## src/rtl/wo_prot_pkg.sv

```systemverilog
package wo_prot_pkg;
  localparam int PROT_W   = 16;
  localparam int N_BLK    = 7;
  localparam int CODE_BIT = 15;
  localparam int CMD_W    = 8;

  typedef enum logic [1:0] {
    ST_PFX,
    ST_CMD,
    ST_ARM,
    ST_STAT
  } dec_st_e;
endpackage

```

## src/rtl/wo_prot_dec.sv

```systemverilog
module wo_prot_dec
  import wo_prot_pkg::*;
#(
  parameter int ADDR_W  = 16,
  parameter int PFX_LEN = 2,
  parameter logic [PFX_LEN-1:0][ADDR_W-1:0] PFX_ADDR = {16'h2AA8, 16'h1554},
  parameter logic [PFX_LEN-1:0][CMD_W-1:0]  PFX_DATA = {8'h55, 8'hAA},
  parameter logic [ADDR_W-1:0] SET_ADDR  = 16'h1554,
  parameter logic [CMD_W-1:0]  SET_CMD   = 8'hC0,
  parameter logic [ADDR_W-1:0] STAT_ADDR = 16'h2A54,
  parameter logic [CMD_W-1:0]  STAT_CMD  = 8'h90,
  parameter logic [CMD_W-1:0]  EXIT_CMD  = 8'hF0
) (
  input  logic              clk_i,
  input  logic              rst_ni,
  input  logic              wr_en_i,
  input  logic [ADDR_W-1:0] wr_addr_i,
  input  logic [PROT_W-1:0] wr_data_i,
  output logic              prog_o,
  output logic              clr_err_o,
  output logic              stat_o
);
  localparam int IDX_W = (PFX_LEN > 1) ? $clog2(PFX_LEN) : 1;
  localparam logic [IDX_W-1:0] LAST_IDX = IDX_W'(PFX_LEN - 1);

  dec_st_e          st_q, st_d;
  logic [IDX_W-1:0] idx_q, idx_d;
  logic             pfx_hit, exit_hit, set_hit, stat_hit;
  logic [CMD_W-1:0] cmd;

  assign cmd      = wr_data_i[CMD_W-1:0];
  assign pfx_hit  = (wr_addr_i == PFX_ADDR[idx_q]) && (cmd == PFX_DATA[idx_q]);
  assign exit_hit = (cmd == EXIT_CMD);
  assign set_hit  = (wr_addr_i == SET_ADDR) && (cmd == SET_CMD);
  assign stat_hit = (wr_addr_i == STAT_ADDR) && (cmd == STAT_CMD);

  always_comb begin
    st_d      = st_q;
    idx_d     = idx_q;
    prog_o    = 1'b0;
    clr_err_o = 1'b0;
    if (wr_en_i) begin
      if (st_q == ST_ARM) begin
        // data cycle takes precedence over command decode
        prog_o = 1'b1;
        st_d   = ST_PFX;
        idx_d  = '0;
      end else if (exit_hit) begin
        clr_err_o = 1'b1;
        st_d      = ST_PFX;
        idx_d     = '0;
      end else begin
        unique case (st_q)
          ST_PFX: begin
            if (!pfx_hit)              idx_d = '0;
            else if (idx_q == LAST_IDX) begin
              st_d  = ST_CMD;
              idx_d = '0;
            end else                    idx_d = idx_q + 1'b1;
          end
          ST_CMD: begin
            if (set_hit)       st_d = ST_ARM;
            else if (stat_hit) st_d = ST_STAT;
            else               st_d = ST_PFX;
          end
          default: ;
        endcase
      end
    end
  end

  always_ff @(posedge clk_i or negedge rst_ni) begin
    if (!rst_ni) begin
      st_q  <= ST_PFX;
      idx_q <= '0;
    end else begin
      st_q  <= st_d;
      idx_q <= idx_d;
    end
  end

  assign stat_o = (st_q == ST_STAT);

  assert_exit_idle_R7: assert property (@(posedge clk_i) disable iff (!rst_ni)
    (wr_en_i && exit_hit && st_q != ST_ARM) |=> (st_q == ST_PFX && idx_q == '0));

  assert_stat_holds_R8: assert property (@(posedge clk_i) disable iff (!rst_ni)
    (st_q == ST_STAT && wr_en_i && !exit_hit) |=> (st_q == ST_STAT));
endmodule

```

## src/rtl/wo_prot_store.sv

```systemverilog
module wo_prot_store
  import wo_prot_pkg::*;
#(
  parameter logic [PROT_W-1:0] PROT_INIT = '1
) (
  input  logic              clk_i,
  input  logic              por_ni,
  input  logic              rst_ni,
  input  logic              prog_i,
  input  logic [PROT_W-1:0] prog_data_i,
  input  logic              clr_err_i,
  output logic [PROT_W-1:0] act_o,
  output logic              err_o
);
  logic [PROT_W-1:0] nv_q, act_q;
  logic              load_q, err_q, release_hit;

  // a 1 in the data over a stored 0 would release protection
  assign release_hit = |(~nv_q & prog_data_i);

  always_ff @(posedge clk_i or negedge por_ni) begin
    if (!por_ni)                    nv_q <= PROT_INIT;
    else if (prog_i && !release_hit) nv_q <= nv_q & prog_data_i;
  end

  // active copy is fully protective during reset, reloads on first clock
  always_ff @(posedge clk_i or negedge rst_ni) begin
    if (!rst_ni) begin
      act_q  <= '0;
      load_q <= 1'b1;
    end else if (load_q) begin
      act_q  <= nv_q;
      load_q <= 1'b0;
    end
  end

  always_ff @(posedge clk_i or negedge rst_ni) begin
    if (!rst_ni)                    err_q <= 1'b0;
    else if (prog_i && release_hit) err_q <= 1'b1;
    else if (clr_err_i)             err_q <= 1'b0;
  end

  assign act_o = act_q;
  assign err_o = err_q;

  assert_one_way_R9: assert property (@(posedge clk_i) disable iff (!por_ni)
    1'b1 |=> ((nv_q & ~$past(nv_q)) == '0));

  assert_err_keeps_R5: assert property (@(posedge clk_i) disable iff (!por_ni || !rst_ni)
    (prog_i && release_hit) |=> ($stable(nv_q) && err_q));

  assert_act_frozen_R4: assert property (@(posedge clk_i) disable iff (!rst_ni)
    !load_q |=> $stable(act_q));
endmodule

```

## src/rtl/wo_prot_ctrl.sv

```systemverilog
module wo_prot_ctrl
  import wo_prot_pkg::*;
#(
  parameter int ADDR_W = 16,
  parameter logic [PROT_W-1:0] PROT_INIT = '1
) (
  input  logic              clk_i,
  input  logic              por_ni,
  input  logic              rst_ni,
  input  logic              wr_en_i,
  input  logic [ADDR_W-1:0] wr_addr_i,
  input  logic [PROT_W-1:0] wr_data_i,
  input  logic              rd_addr_lsb_i,
  input  logic [PROT_W-1:0] mem_rdata_i,
  output logic [PROT_W-1:0] rd_data_o,
  output logic [N_BLK-1:0]  blk_wp_o,
  output logic              code_rp_o,
  output logic              stat_mode_o,
  output logic              err_o
);
  logic              prog, clr_err, stat;
  logic [PROT_W-1:0] act;

  wo_prot_dec #(.ADDR_W(ADDR_W)) dec_i (
    .clk_i     (clk_i),
    .rst_ni    (rst_ni),
    .wr_en_i   (wr_en_i),
    .wr_addr_i (wr_addr_i),
    .wr_data_i (wr_data_i),
    .prog_o    (prog),
    .clr_err_o (clr_err),
    .stat_o    (stat)
  );

  wo_prot_store #(.PROT_INIT(PROT_INIT)) store_i (
    .clk_i       (clk_i),
    .por_ni      (por_ni),
    .rst_ni      (rst_ni),
    .prog_i      (prog),
    .prog_data_i (wr_data_i),
    .clr_err_i   (clr_err),
    .act_o       (act),
    .err_o       (err_o)
  );

  assign blk_wp_o    = ~act[N_BLK-1:0];
  assign code_rp_o   = ~act[CODE_BIT];
  assign stat_mode_o = stat;
  assign rd_data_o   = (stat && rd_addr_lsb_i) ? act : mem_rdata_i;

  assert_prog_outside_stat_R6: assert property (@(posedge clk_i) disable iff (!rst_ni)
    !(prog && stat));
endmodule

```

## config.mk

```make
export PLATFORM = sky130hd
export DESIGN_NAME = wo_prot_ctrl
export DESIGN_NICKNAME = d
export VERILOG_FILES = /design/src/rtl/wo_prot_pkg.sv /design/src/rtl/wo_prot_dec.sv /design/src/rtl/wo_prot_store.sv /design/src/rtl/wo_prot_ctrl.sv
export SDC_FILE = /design/constraint.sdc
export NUM_CORES = 1
export LEC_CHECK = 0
export ABC_AREA = 1
export BUFFER_PORTS_ARGS = -buffer_cell sky130_fd_sc_hd__buf_2
export CAP_MARGIN = 20
export CORE_MARGIN = 4
export CORE_UTILIZATION = 49
export CTS_CLUSTER_DIAMETER = 40
export DETAILED_ROUTE_END_ITERATION = 10
export GPL_TIMING_DRIVEN = 0
export HOLD_SLACK_MARGIN = 0.08
export PLACE_DENSITY_LB_ADDON = 0.25
export SLEW_MARGIN = 10
export SYNTH_ARGS = -nofsm -noshare
export SYNTH_HDL_FRONTEND = slang
export SYNTH_SLANG_ARGS = --single-unit
```

## constraint.sdc

```tcl
create_clock -name clk_i -period 1.7 [get_ports clk_i]
set_input_delay 0.255 -clock clk_i [delete_from_list [all_inputs] [get_ports clk_i]]
set_output_delay 0.255 -clock clk_i [all_outputs]
set_load 0.1 [all_outputs]
```

# Word-level counts from Yosys, hierarchy flattened
# Cells that the tools add are included.
[totals]
regBits = 37
in_bits = 53
out_inout_bits = 26
wordCells = 63
[classes]
addsub = 1
n_lt_le_gt_ge = 1
n_eq_ne = 12
muxes = 24
bitwise = 5
n_reduce_logical = 14
[ops]
columns = ["op", "count"]
rows = [
  ["16-bit bitwise AND", 2],
  ["16-bit 2-to-1 mux", 2],
  ["8-bit == test, second input constant", 3],
  ["16-bit by 13-bit == test with 1-bit output, second input constant", 1],
  ["16-bit by 14-bit == test with 1-bit output, second input constant", 1],
  ["16-bit == test", 1],
  ["8-bit 2-to-1 mux", 2],
  ["16-bit inverter", 1],
  ["16-bit OR reduction", 1],
  ["14-bit 2-to-1 mux", 1],
  ["1-bit 2-to-1 mux", 12],
  ["2-bit 2-to-1 mux", 6],
  ["8-bit == test", 1],
  ["4-bit by 1-bit inequality test with 1-bit output, second input constant", 2],
  ["7-bit inverter", 1],
  ["1-bit logical AND", 6],
  ["2-bit == test, second input constant", 2],
  ["2-bit one-hot mux with 2 select lines", 1],
  ["4-bit AND reduction", 1],
  ["4-bit nonzero test", 1],
  ["3-bit nonzero test", 1],
  ["2-bit by 1-bit == test with 1-bit output, second input constant", 1],
  ["2-bit logical NOT", 1],
  ["1-bit by 2-bit less-than comparator with 1-bit output, second input constant", 1],
  ["5 further kinds", 5],
]

# Longest topological paths before layout
# Gate-level depths: netlist (run 1).
[depth]
ltp_word = 8
ltp_mapped = 11
mapped_depth_nobuf = 11

# Modules after synthesis
# From an unflattened synthesis (run 1), not the netlist that was laid out.
[unflattened]
cells_unflattened = 378
area_unflattened_um2 = 2518.7
[by_module_without_submodules]
columns = ["mod", "instances", "cells_per_inst", "area_each_um2", "seq_area_each_um2"]
rows = [
  ["wo_prot_store", 1, 203, 1611.5, 872.1],
  ["wo_prot_dec", 1, 113, 586.8, 75.1],
  ["wo_prot_ctrl", 1, 62, 320.3, 0.0],
]

# Worst setup path after synthesis (run 1)
# OpenSTA, ideal clock, no wires.
[synth_path]
path_type = "register -> output"
start = "register dec_i.st_q[1]"
end = "output rd_data_o[0]"
arrival_ns = 3.675
required_time_ns = 1.445
slack_ns = -2.230
stages_incl_launch_ff = 6
n_path_buf = 1
cell_sequence = "dfrtp_1 nand2_1 inv_1 nand2_1 clkbuf_1 o21ai_0"
[synth_between]
elab_chain_len = 3
[synth_rtl]
columns = ["element", "line_no", "rtl"]
rows = [
  ["start, declared", "wo_prot_dec.sv:26", "dec_st_e st_q, st_d;"],
  ["start signal, assigned", "wo_prot_dec.sv:77", "st_q <= st_d;"],
  ["2-bit == test", "wo_prot_dec.sv:82", "assign stat_o = (st_q == ST_STAT);"],
  ["via stat_mode_o", "wo_prot_ctrl.sv:18", "output logic stat_mode_o,"],
  ["1-bit logical AND", "wo_prot_ctrl.sv:49", "assign rd_data_o = (stat && rd_addr_lsb_i) ? act : mem_rdata_i;"],
  ["16-bit 2-to-1 mux", "wo_prot_ctrl.sv:49", ""],
  ["end, declared", "wo_prot_ctrl.sv:15", "output logic [PROT_W-1:0] rd_data_o,"],
]
# The timed path passes the listed nets, and every way through them passes these cells.

# Worst setup path in the final report (run 1)
[layout_path]
start = "register dec_i.st_q[0]"
end = "output rd_data_o[9]"
[layout_between]
elab_chain_len = 3
[layout_rtl]
columns = ["element", "line_no"]
rows = [
  ["2-bit == test", "wo_prot_dec.sv:82"],
  ["1-bit logical AND", "wo_prot_ctrl.sv:49"],
  ["16-bit 2-to-1 mux", "wo_prot_ctrl.sv:49"],
]
# Every way passes these cells.

==> flow_summary.json, run 1 <==
{
  "layout.cells.most_common_list": "buf_2, nand2_1, inv_1, nor2_1, dfrtp_1",
  "first_global_vias": 2130,
  "async_flop_share": 1.00,
  "synthesis.nets": 334,
  "timing.final.ws_setup_ps": -104,
  "rows": 23,
  "cp_data_arrival_time_ps": 1550,
  "power_density_mw_per_mm2": 647,
  "rsz0062_at_grt": "yes",
  "finalCriticalPeriod_ps": 1800,
  "critical_path_peak_fanout": 6,
  "slowest_stage": "dfrtp_1",
  "drv_slew": 0,
  "synth_seq_cells": 37,
  "data_required_time_at_the_worst_endpoint_ps": 1440,
  "drt-met1-wl_um": 2480,
  "detailroute.via_count": 2185,
  "ys_top_cells_by_area": "dfrtp_1, dfstp_2, nand2_1, inv_1, o21ai_0",
  "path_clk_slew_ps": 70,
  "cts_max_level": 2,
  "synthesis.yosys.warnings": 0,
  "worst_skew_pair.late_latency_ps": 280,
  "netlist-cell-type-count": 26,
  "first_pass_iters": 4,
  "setup.worst_path.end_class": "primary output",
  "worst_path_largest_cell_delay_ps": 390,
  "post_route_cells_drive_above_1_share": 0.411,
  "initial_antenna_violation_count": 0,
  "critPathBufInv": 3,
  "postRouteWirelength_um": 6190,
  "timing.rr.start": "dec_i.st_q[0]",
  "design.final.nets": 428,
  "regToRegEndpoint": "store_i.nv_q[6]",
  "tritoncts": "done",
  "synth-edff-count": 0,
  "layout.filler_cells": 247,
  "status": "finished with violations",
  "yosysTopAreaCell": "dfrtp_1",
  "violations_in_the_final_reports": "setup timing",
  "final_common_cell": "buf_2",
  "coreArea_mm2": 0.00403,
  "topRoutingLayerUsed": "met4",
  "pin_count": 79,
  "drt-wirelength-per-cell_um": 14.6,
  "gpl.final_weighted_congestion": 0.823,
  "antenna_left": 0,
  "n_antenna_cell": 0,
  "grt_first_pass_wirelength_um": 9540,
  "sequential_to_total_area_share_from_yosys_stat": 0.460,
  "worstSetupPathDepth": 7,
  "synth.avg_cell_area_um2": 7.33,
  "post-route-util": 0.809,
  "global_route.usage.total": 0.232,
  "ctsRootBufferMaster": "clkbuf_8",
  "detail_routed_via_count_per_cell": 5.14,
  "cts_made_buffers": 5,
  "dieWidth_um": 72.8,
  "critical_path.top_delay_family": "buffers and inverters",
  "cpMostUsedCell": "nand2_2",
  "area_delta_synth_final_pct": 58.2,
  "leakage_nw": 1.52,
  "setup_violations": 16,
  "path_cells": "nand2_2 -> clkinvlp_4 -> nand2_4 -> buf_8 -> nand2_2 -> o21ai_4 -> buf_12",
  "count_of_input_and_output_buffers": 78,
  "drc": 0,
  "max_freq_ghz": 0.554,
  "pin_count_of_the_biggest_net_entering_global_routing": 22,
  "fp.dieH_um": 72.8,
  "post_synth_instance_area_mm2": 0.00206,
  "wl_met3_um": 365,
  "skew_ps": 5.17,
  "reg2reg_setup_slack_ps": 120,
  "hold_path_class": "input pin to asynchronous set/reset pin",
  "buffer_levels_on_the_longest_clock_path": 2,
  "hold_viol_final": 0,
  "ys.flop_type": "dfrtp_1",
  "met2_wirelength_um": 3180,
  "fin_worst_hold_slack_ps": 149,
  "cts.sink_count": 37,
  "maxCapViolCount": 0,
  "gr-total-overflow": 0,
  "worst_ir_drop_vdd_v": 0.000468,
  "dp_hpwl_um": 4050,
  "drt-initial-drc-count": 70,
  "setup.worst_path.class": "flip-flop to primary output",
  "start_kind": "flip-flop",
  "start_util": 0.511,
  "worstRegToRegCells": 8,
  "post-synth-top-area-fraction": 0.243,
  "final_min_period_over_clock_period": 1.06,
  "synthCells": 281,
  "dieArea_mm2": 0.00530
}
## worst max-delay path by stage
| stage | from | to | slack (ps) |
|---|---|---|---|
| floorplan | dec_i.st_q[1] | rd_data_o[11] | -330 |
| global placement | dec_i.st_q[1] | rd_data_o[14] | -90 |
| detailed placement | dec_i.st_q[1] | rd_data_o[4] | -120 |
| CTS | dec_i.st_q[0] | rd_data_o[8] | -90 |
| global route | dec_i.st_q[0] | rd_data_o[9] | -130 |
| finish | dec_i.st_q[0] | rd_data_o[9] | -100 |
## per-layer routing
metal | track usage | vias up
met4 | 0.0984 | 0
met2 | 0.410 | 82
met5 | 0 | -
li1 | - | 1076
met1 | 0.273 | 1017
met3 | 0.0468 | 10
## timing repair
action                                 in CTS  in global routing
endpoints found under the hold margin      20                  0
gates resized for setup                    74                  8
buffers inserted                            3                  3
pin swaps                                   2                  3
hold buffers                                1                  0
gates cloned                                2                  0
setup endpoints to repair                  16                 16
## state kept, by name (all words and copies together), names as in the netlist
register        count
store_i.nv_q       16
store_i.act_o      16
store_i.load_q      1
dec_i.st_q          2
dec_i.idx_q         1
store_i.err_o       1
## report_power, final
part / internal (mW) / leakage (nW) / switching, mW
Sequential: 0.899 / 0.451 / 0.0105
Clock: 0.321 / 0.0443 / 0.279
Combinational: 0.229 / 1.02 / 0.370
## area by class of cell
type	count	area [um^2]	area share
multi-input cells	186	1160	0.356
flip-flops and latches	37	947	0.291
repair buffers	87	717	0.220
inverters	50	191	0.0588
plain buffers	8	92.6	0.0284
clock buffers	7	86.3	0.0265
well taps	50	62.6	0.0192
## cells in the mapped netlist (all sizes together) (2+ instances only)
cell type,instances
nand2,72
inv,50
o21ai,35
nor2,30
dfrtp,20
dfstp,17
o21a,16
o22ai,8
nand3,7
nor3,7
clkbuf,6
nand4,4
a21oi,2
buf,2
## metrics by stage
| stage | cells | setup slack (ps) | total power, mW | cell area (um^2) | setup TNS (ps) |
|---|---|---|---|---|---|
| after global routing | 425 | -133 | 2.20 | 3260 | -1800 |
| final | 425 | -104 | 2.11 | 3260 | -1130 |
| after global placement | 409 | -87.5 | 1.38 | 2790 | -1090 |
| after detailed placement | 409 | -118 | 1.39 | 2790 | -1310 |
| after CTS | 422 | -88.0 | 2.08 | 3210 | -1150 |
| after floorplan | 281 | -326 | 1.25 | 2340 | -5100 |
## cells by family (layout without fill, tap and decap cells)
logic type / after synthesis / after routing / synth area share
buffers and inverters: 58 / 152 / 0.110
other: 1 / 1 / 0.00182
flip-flops: 37 / 37 / 0.460
AO/OA/AOI/OAI: 62 / 62 / 0.178
AND/OR/NAND/NOR: 123 / 123 / 0.250
(Power assumes the default switching activity.)
==> inputs of run 2 (changes only) <==
PLACE_DENSITY = 0.86   (was unset)
PLACE_DENSITY_LB_ADDON = unset   (was 0.25)
==> run 2 against run 1 <==
  * The run still ends with setup timing left
  * First-iteration DRC count increased by 120%
  * Critical path depth unchanged
  * Critical path type unchanged
  * Largest power group unchanged
  * Flip-flop and latch count unchanged
  * Count of clock-buffer cells in the layout unchanged
  * Sequential share of layout area decreased by 0.29 points
  * Setup slack got worse by 13 ps
  * Combinational power increased by 3%
==> flow_summary.json, run 2 (synthesis results as in run 1) <==
{
  "global_route.usage.total": 0.275,
  "setup.worst_path.end_class": "primary output",
  "design.final.nets": 427,
  "skew_ps": 3.72,
  "path_clk_slew_ps": 70,
  "status": "finished with violations",
  "violations_in_the_final_reports": "setup timing",
  "setup.worst_path.class": "flip-flop to primary output",
  "dieArea_mm2": 0.00530,
  "path_cells": "nand2_2 -> clkinvlp_4 -> nand2_8 -> clkbuf_16 -> nand2_4 -> o21ai_4 -> buf_12",
  "n_antenna_cell": 0,
  "timing.final.ws_setup_ps": -117,
  "drc": 0,
  "worstRegToRegCells": 7,
  "hold_viol_final": 0,
  "max-slew-margin-rel": 0.664,
  "leakage_nw": 1.52,
  "tritoncts": "done",
  "worst_ir_drop_vdd_v": 0.000365,
  "critPathBufInv": 3,
  "count_of_input_and_output_buffers": 78,
  "hold_path_class": "input pin to asynchronous set/reset pin",
  "cts_max_level": 2,
  "critical_path_peak_fanout": 6,
  "buffer_levels_on_the_longest_clock_path": 2,
  "detailroute.via_count": 2403,
  "maxCapViolCount": 0,
  "layout.cells.most_common_list": "buf_2, nand2_1, inv_1, nor2_1, dfrtp_1",
  "multi_input_comb_area_mm2": 0.00119,
  "timing.rr.start": "store_i.nv_q[11]",
  "first_global_vias": 2343,
  "drt-initial-drc-count": 155,
  "cts.sink_count": 37,
  "post-route-util": 0.817,
  "tightestPinTransition_ps": 503,
  "data_required_time_at_the_worst_endpoint_ps": 1440,
  "gr-total-overflow": 0,
  "final.setup.tns_ps": -1110,
  "start_util": 0.511,
  "area_delta_synth_final_pct": 59.8,
  "first_pass_iters": 5,
  "initial_antenna_violation_count": 0,
  "final_min_period_over_clock_period": 1.07,
  "cell_area_placed_mm2": 0.00279,
  "drt-wirelength-per-cell_um": 19.2,
  "setup_violations": 16,
  "reg2reg_setup_slack_ps": 110,
  "pin_count": 79,
  "antenna_left": 0,
  "power_density_mw_per_mm2": 669,
  "final_common_cell": "buf_2",
  "worst_case_setup_slack_after_placement_ps": -131,
  "dp_hpwl_um": 4200,
  "finalCriticalPeriod_ps": 1820,
  "register_area_um2": 947,
  "critical_path.top_delay_family": "buffers and inverters",
  "post-layout-total-power_mw": 2.20,
  "worst_path_largest_cell_delay_ps": 390,
  "rows": 23,
  "regToRegEndpoint": "store_i.nv_q[0]",
  "coreArea_mm2": 0.00403,
  "pin_count_of_the_biggest_net_entering_global_routing": 22,
  "ctsRootBufferMaster": "clkbuf_8",
  "detail_routed_via_count_per_cell": 5.65,
  "rsz0062_at_grt": "yes",
  "postRouteWirelength_um": 8150,
  "design_area_mm2": 0.00329,
  "worst_skew_pair.late_latency_ps": 290,
  "drv_slew": 0,
  "dieWidth_um": 72.8,
  "slowest_stage": "dfrtp_1",
  "gpl.final_weighted_congestion": 0.821,
  "cts_made_buffers": 5,
  "post_route_cells_drive_above_1_share": 0.419,
  "cp_data_arrival_time_ps": 1560,
  "start_kind": "flip-flop",
  "grt_first_pass_wirelength_um": 11200,
  "layout.filler_cells": 210,
  "max_freq_ghz": 0.551,
  "fp.dieH_um": 72.8
}
run 2: cell count changes in the layout (fill, tap and decap cells not counted):
cell / before / now
clkbuf_1: 4 / 3
buf_4: 6 / 5
buf_2: 62 / 63
nand2_4: 11 / 10
nand2_8: 0 / 2
clkbuf_8: 7 / 8
nand2_2: 6 / 7
clkbuf_4: 1 / 0
nand2_1: 55 / 53
clkinv_2: 0 / 1
run 2: repair_timing:
| item | in CTS | in global routing |
|---|---|---|
| gates resized for setup | 69 | 17 |
| hold endpoints to repair | 20 | 0 |
| cloned | 2 | 0 |
| pin swaps | 2 | 1 |
| setup endpoints to repair | 16 | 16 |
| hold buffers | 1 | 0 |
| buffers inserted | 3 | 2 |
run 2: worst max-delay path by stage:
stage               endpoint  cells after the start  slack [ps]     startpoint
3_3_place_gp    rd_data_o[8]                      7         -90  dec_i.st_q[1]
3_5_place_dp   rd_data_o[12]                      7        -130  dec_i.st_q[1]
4_1_cts        rd_data_o[12]                      7         -80  dec_i.st_q[0]
2_1_floorplan  rd_data_o[11]                      6        -330  dec_i.st_q[1]
6_report       rd_data_o[14]                      7        -120  dec_i.st_q[0]
5_1_grt        rd_data_o[12]                      7        -160  dec_i.st_q[0]
run 2: routing by layer:
metal | GRT usage | vias to the layer above | share of wire
li1 | - | 1074 | -
met1 | 0.314 | 1119 | 0.36
met2 | 0.511 | 175 | 0.50
met3 | 0.0358 | 35 | 0.093
met4 | 0.111 | 0 | 0.046
met5 | 0 | - | 0
run 2: area by class of cell:
cell class,instances,area share
Timing Repair Buffer,86,0.215
Inverter,50,0.0582
Sequential cell,37,0.288
Tap cell,50,0.0190
Buffer,8,0.0281
Clock inverter,1,0.00152
Clock buffer,7,0.0293
Multi-Input combinational cell,186,0.361
run 2: stage by stage:
stage | instances | hold slack (ps)
3_5_place_dp | 409 | 223
4_1_cts | 423 | 137
2_1_floorplan | 281 | -40.6
6_report | 425 | 130
3_3_place_gp | 409 | 218
5_1_grt | 425 | 171
run 2: worst reg2reg max path: stages (launching register included):
cell and delay, ps:
dfstp_2 570, o22ai_1 110, nor2_1 130, nand2_1 90, nor2_2 140, nand2_2 130, buf_6 180, o21a_1 190
run 2: power by group:
| group | total [mW] | leakage (nW) | switching (mW) | internal [mW] |
|---|---|---|---|---|
| combinational | 0.614 | 1.02 | 0.383 | 0.231 |
| sequential | 0.908 | 0.451 | 0.0104 | 0.898 |
| clock | 0.678 | 0.0542 | 0.312 | 0.366 |
| total | 2.20 | 1.52 | 0.705 | 1.50 |
